$ cat config.mk
export PLATFORM = sky130hd
export DESIGN_NAME = ctl_slot_buf
export DESIGN_NICKNAME = d
export VERILOG_FILES = /design/src/rtl/ctl_slot_buf.sv
export SDC_FILE = /design/constraint.sdc
export NUM_CORES = 1
export LEC_CHECK = 0
export BUFFER_PORTS_ARGS = -buffer_cell sky130_fd_sc_hd__buf_2
export CAP_MARGIN = 20
export CORE_UTILIZATION = 51
export DETAILED_ROUTE_END_ITERATION = 8
export PLACE_DENSITY = 0.74
export REMOVE_ABC_BUFFERS = 1
export SETUP_SLACK_MARGIN = 0.4
export SYNTH_ARGS = -nofsm -noshare
export SYNTH_HDL_FRONTEND = slang
export SYNTH_SLANG_ARGS = --single-unit
$ cat constraint.sdc
create_clock -name clk -period 2.35 [get_ports clk]
set_clock_uncertainty 0.2 [all_clocks]
set_input_delay 0.47 -clock clk [delete_from_list [all_inputs] [get_ports clk]]
set_output_delay 0.47 -clock clk [all_outputs]
set_load 0.1 [all_outputs]
$ cat src/rtl/ctl_slot_buf.sv
module ctl_slot_buf #(
  parameter int SLOTS = 32,
  parameter int BITS  = 8,
  parameter int CSLOT = 1
)(
  input  logic            clk,
  input  logic            rst_n,
  input  logic            bclk_i,
  input  logic            fp_i,
  input  logic            rx_i,
  output logic            tx_o,
  output logic            tx_oe_o,
  input  logic            wr_en_i,
  input  logic [BITS-1:0] wr_data_i,
  input  logic            tx_en_i,
  output logic [BITS-1:0] rd_data_o
);
  localparam int FB      = SLOTS * BITS;
  localparam int PW      = $clog2(FB);
  localparam int IW      = $clog2(BITS);
  localparam int SW      = PW - IW;
  localparam int SLOT_HI = CSLOT * BITS + BITS - 1;

  logic [2:0]      bclk_q;
  logic [1:0]      fp_q, rx_q;
  logic [PW-1:0]   pos, nxt, rx_pos;
  logic [BITS-1:0] hold, tx_sh, rx_sh;
  logic            en_f, rise, fall, frame_ld, rx_in, tx_in;

  assign rise     = bclk_q[1] & ~bclk_q[2];
  assign fall     = ~bclk_q[1] & bclk_q[2];
  assign frame_ld = rise & fp_q[1];
  assign nxt      = pos + 1'b1;
  assign rx_pos   = fp_q[1] ? '0 : nxt;
  assign rx_in    = rx_pos[PW-1:IW] == SW'(CSLOT);
  assign tx_in    = nxt[PW-1:IW] == SW'(CSLOT);

  always_ff @(posedge clk or negedge rst_n) begin
    if (!rst_n) begin
      bclk_q    <= '0;
      fp_q      <= '0;
      rx_q      <= '0;
      pos       <= PW'(FB - 1);
      hold      <= '0;
      tx_sh     <= '0;
      rx_sh     <= '0;
      rd_data_o <= '0;
      en_f      <= 1'b0;
      tx_o      <= 1'b1;
      tx_oe_o   <= 1'b0;
    end else begin
      bclk_q <= {bclk_q[1:0], bclk_i};
      fp_q   <= {fp_q[0], fp_i};
      rx_q   <= {rx_q[0], rx_i};
      if (wr_en_i) hold <= wr_data_i;
      if (rise) begin
        pos <= rx_pos;
        if (fp_q[1]) begin
          tx_sh <= hold;
          en_f  <= tx_en_i;
        end
        if (rx_in) begin
          rx_sh <= {rx_sh[BITS-2:0], rx_q[1]};
          if (&rx_pos[IW-1:0]) rd_data_o <= {rx_sh[BITS-2:0], rx_q[1]};
        end
      end
      if (fall) begin
        tx_oe_o <= tx_in & en_f;
        tx_o    <= tx_in ? tx_sh[~nxt[IW-1:0]] : 1'b1;
      end
    end
  end
endmodule


* After elaboration in Yosys (flattened, before gate mapping)
Cells that the tools add are included.
Widths: inputs -> output; s select.
** Storage, ports and cells
- Flip-flop bits (word level) :: 49
- Word-level logic and storage cells :: 28
- Input port bits :: 15
- Output and inout port bits :: 10
** Cells by class
- $lt $le $gt $ge :: 1
- Reductions and logical operators :: 3
- Add/sub/neg operators :: 1
- Multiplexer cells :: 4
- Bitwise operators :: 6
- Equal/unequal tests :: 2
** Operators by type and width (number)
- $eq 5x1->1 const B :: 2
- $add 8x1->8 const B :: 1
- $mux 8 :: 1
- $reduce_and 5->1 :: 1
- $lt 3x4->1 const B :: 1
- $reduce_and 2->1 :: 2
- $and 1x1->1 :: 3
- $bmux 1 s3 :: 1
- $not 3->3 :: 1
- $mux 1 :: 2
- $not 1->1 :: 2

* Longest topological paths before layout
- Depth after elaboration :: 5
- Depth in mapped cells :: 7
- Gate-level depth less buffers :: 6

* Least setup slack after synthesis
OpenSTA, ideal clock, no wires.
- Path type :: flip-flop to flip-flop
- Start point :: register pos[1]
- End point :: register rd_data_o[0]
- Stages on the path, launching flop included :: 8
- Data required time :: 2025 ps
- Data arrival time :: 2172 ps
- Period minus slack after synthesis :: 2497 ps
- Setup slack :: -147 ps
- Buffers on the path :: 1
- Setup time :: 125 ps
- Cell sequence :: dfstp_2 ha_1 buf_6 a211o_1 a211o_1 a32o_2 nor3_4 mux2_2
** Between the ends
- Cells in the longest elaborated chain, start to end :: 4
** RTL lines
- from (decl) :: RTL line 26 : logic [PW-1:0] pos, nxt, rx_pos;
- from (signal assigned) :: RTL line 43 : pos <= PW'(FB - 1);
- from (signal assigned) :: RTL line 57 : pos <= rx_pos;
- $add 8x1->8 * :: RTL line 33 : assign nxt = pos + 1'b1;
- $mux 8 * :: RTL line 34 : assign rx_pos = fp_q[1] ? '0 : nxt;
- $eq 5x1->1 :: RTL line 35 : assign rx_in = rx_pos[PW-1:IW] == SW'(CSLOT);
- $reduce_and 5->1 (no source line) *
- to (signal assigned) :: RTL line 64 : if (&rx_pos[IW-1:0]) rd_data_o <= {rx_sh[BITS-2:0], rx_q[1]};
- to (decl) :: RTL line 16 : output logic [BITS-1:0] rd_data_o
Mark *: on every way between the ends. The rest lies on a longest branch, timed or not.
A chain may end at the register's enable or synchronous reset.

* Worst setup path in the final report
- Start point :: register pos[1]
- End point :: register rd_data_o[2]
The elaborated chain is that of the path after synthesis.

==> results.toml <==
[sta]
period_minus_slack_ns = 2.31
period_share = 0.983
slew_viol_final = 0
rsz0062_at_grt = "true"
fin_hold_ws_ns = 0.0439
relSlewSlack = 0.612
worst_pin_slew_ns = 0.582
finalHoldViolations = 0
setup_viol = 0
tns_ns = 0
max_freq_ghz = 0.433
fin_ws_ns = 0.0399

[global_routing]
grt_first_pass_wirelength_mm = 6.38
grtUsageMet1 = 0.254
grt-busiest-layer = "met2"
grt_max_degree = 50
grt_use_met2 = 0.344
track_usage = 0.203
grt_pass1_vias = 1353
overflow = 0
antenna_found_initial = 0
use_met3 = 0.0521

[clock_network]
clock_tree.buffer_depth = 2
path_clk_slew_ns = 0.10
cts_buffers = 5
cts.sinks = 49
cts_tree = "built"
clk_latency_ns = 0.31
clockRootBuffer = "clkbuf_8"
htreeDepth = 2
cts_hold_buf = 0

[yosys]
ys_warn_count = 0
synth_cell_type_count = 32
synthesis.area_um2 = 2060
synthArstFlopShare = 1.00
synthCells = 153
synth-main-ff-cell = "dfrtp_1"
synth_seq_cells = 49
seq_area_frac_synth = 0.601
avgSynthCellArea_um2 = 13.5
synth_edf_count = 0

[critical_path]
start_kind = "register"
critPathLaunch = "pos[1]"
crit_arrival_ns = 2.31
r2r-start = "pos[1]"
end_kind = "register"
reg2reg_slack_ns = 0.04
critPathRequiredTime_ns = 2.35
cp_max_fo = 8
path_class = "reg -> reg"

[detailed_routing]
dr.pass1.iters = 4
avgRoutedWirePerCell_um = 15.3
drtIter0Drc = 83
ant_nets = 0
drc = 0
wl_mm = 3.65
vias = 1325
drt-vias-per-instance = 5.57

[power]
powerDensity_nw_per_um2 = 731
cellLeakagePower_nw = 1.13
internal_power_mw = 1.30
pwr-share-comb = 0.170
clockPowerShare = 0.287
seqPwrFrac = 0.543
peakVddDrop_mv = 0.624
p_switching_uw = 507
total_power_mw = 1.80
p_sw_frac = 0.281

[final_layout]
drive_above_1_share = 0.495
regArea_um2 = 1240
multi_input_area_um2 = 828
area_growth_pct = 19.9
num_antenna_cells = 0
fin_area_um2 = 2470
fin_util = 0.654
final_cell_mix = "40 x dfrtp_1, 24 x mux2_2, 23 x buf_2, 9 x o21ai_0, 9 x dfstp_2"
n_fill_cell = 282
final_common_cell = "dfrtp_1"
fin_nets = 205
stdcell_count = 238

[floorplanning]
ios = 25
dieHeight_um = 65.5
num_rows = 22
dieArea_um2 = 4290
die_x_um = 65.5
core_area_um2 = 3770
initial_utilization = 0.546

[placement]
pre_cts_ws_ns = -0.0832
io_buffer_count = 24
dp_hpwl_mm = 2.49
dp.cells = 229
placed_cell_area_um2 = 2300
gp_congestion = 0.878

[min_path]
hp-class = "in -> async"

[job]
cap_violations = 0

[run_status]
status = "completed"
worst paths after layout:
kind / endpoint / cells past startpoint
max: rd_data_o[2] / 7
min: bclk_q[2] / 2
max reg2reg: rd_data_o[2] / 7
min reg2reg: bclk_q[1] / 0
max in group asynchronous: rd_data_o[4] / 2
min in group clk: fp_q[0] / 1
cells in the mapped netlist (2+ instances only):
library cell,n,area [um^2]
o31ai_1,3,22.5
nand3b_1,2,15.0
a21oi_1,3,15.0
mux4_2,2,45.0
mux2_2,32,360
inv_1,3,11.3
nor2_1,4,15.0
a211o_1,3,26.3
dfrtp_1,40,1000
clkbuf_1,4,15.0
nor2b_1,2,12.5
nand2_1,8,30.0
a31oi_1,2,12.5
nand4_1,2,12.5
nand3_1,4,20.0
nor3_1,2,10.0
o21ai_0,11,55.1
dfstp_2,9,236
buf_2,2,10.0
nand2b_1,3,18.8
state kept, by name, summed over array words and instances, names as in the netlist:
signal     flops
bclk_q         3
en_f           1
fp_q           2
hold           8
pos            8
rd_data_o      8
rx_q           2
rx_sh          7
tx_o           1
tx_oe_o        1
tx_sh          8
timing repair:
action                     4_1_cts  5_1_grt
setup endpoints to repair       17       19
pin swaps                        6        0
resized for setup               12        6
setup buffers                    1        0
hold endpoints to repair         0        0
cell families (layout without fill, tap and decap cells):
family / after synthesis / count (layout) / share of synthesized area
flops: 49 / 49 / 0.601
mux: 35 / 35 / 0.202
simple gates: 31 / 31 / 0.0827
compound gates: 26 / 26 / 0.0809
buf+inv: 10 / 47 / 0.0231
fa+ha+maj: 1 / 1 / 0.00608
xor+xnor: 1 / 1 / 0.00426
routing by layer:
metal / part of all wire / up-vias
li1: - / 623
met1: 0.44 / 670
met2: 0.52 / 27
met3: 0.030 / 5
met4: 0.013 / 0
met5: 0 / -
critical path, cell delays in order, from the launching register on:
cell and delay, ns:
dfstp_2 0.58, ha_4 0.15, nand4_1 0.07, a211o_1 0.29
a32o_2 0.27, nor3_4 0.15, buf_12 0.16, mux2_4 0.31
power groups by stage:
stage | Combinational, mW | Sequential (mW) | Clock, mW
final | 0.306 | 0.979 | 0.518
after global routing | 0.337 | 0.991 | 0.563
after detailed placement | 0.285 | 0.990 | 0
after floorplan | 0.146 | 1.02 | 0
after global placement | 0.272 | 0.983 | 0
after CTS | 0.299 | 0.978 | 0.528
final cells by class:
cell class / count / share of cell area
Clock buffer: 5 / 0.0279
Sequential cell: 49 / 0.502
Clock inverter: 3 / 0.0101
Tap cell: 48 / 0.0243
Timing Repair Buffer: 36 / 0.0958
Inverter: 3 / 0.00456
Multi-Input combinational cell: 94 / 0.336
Power figures use the tool's default switching activity.
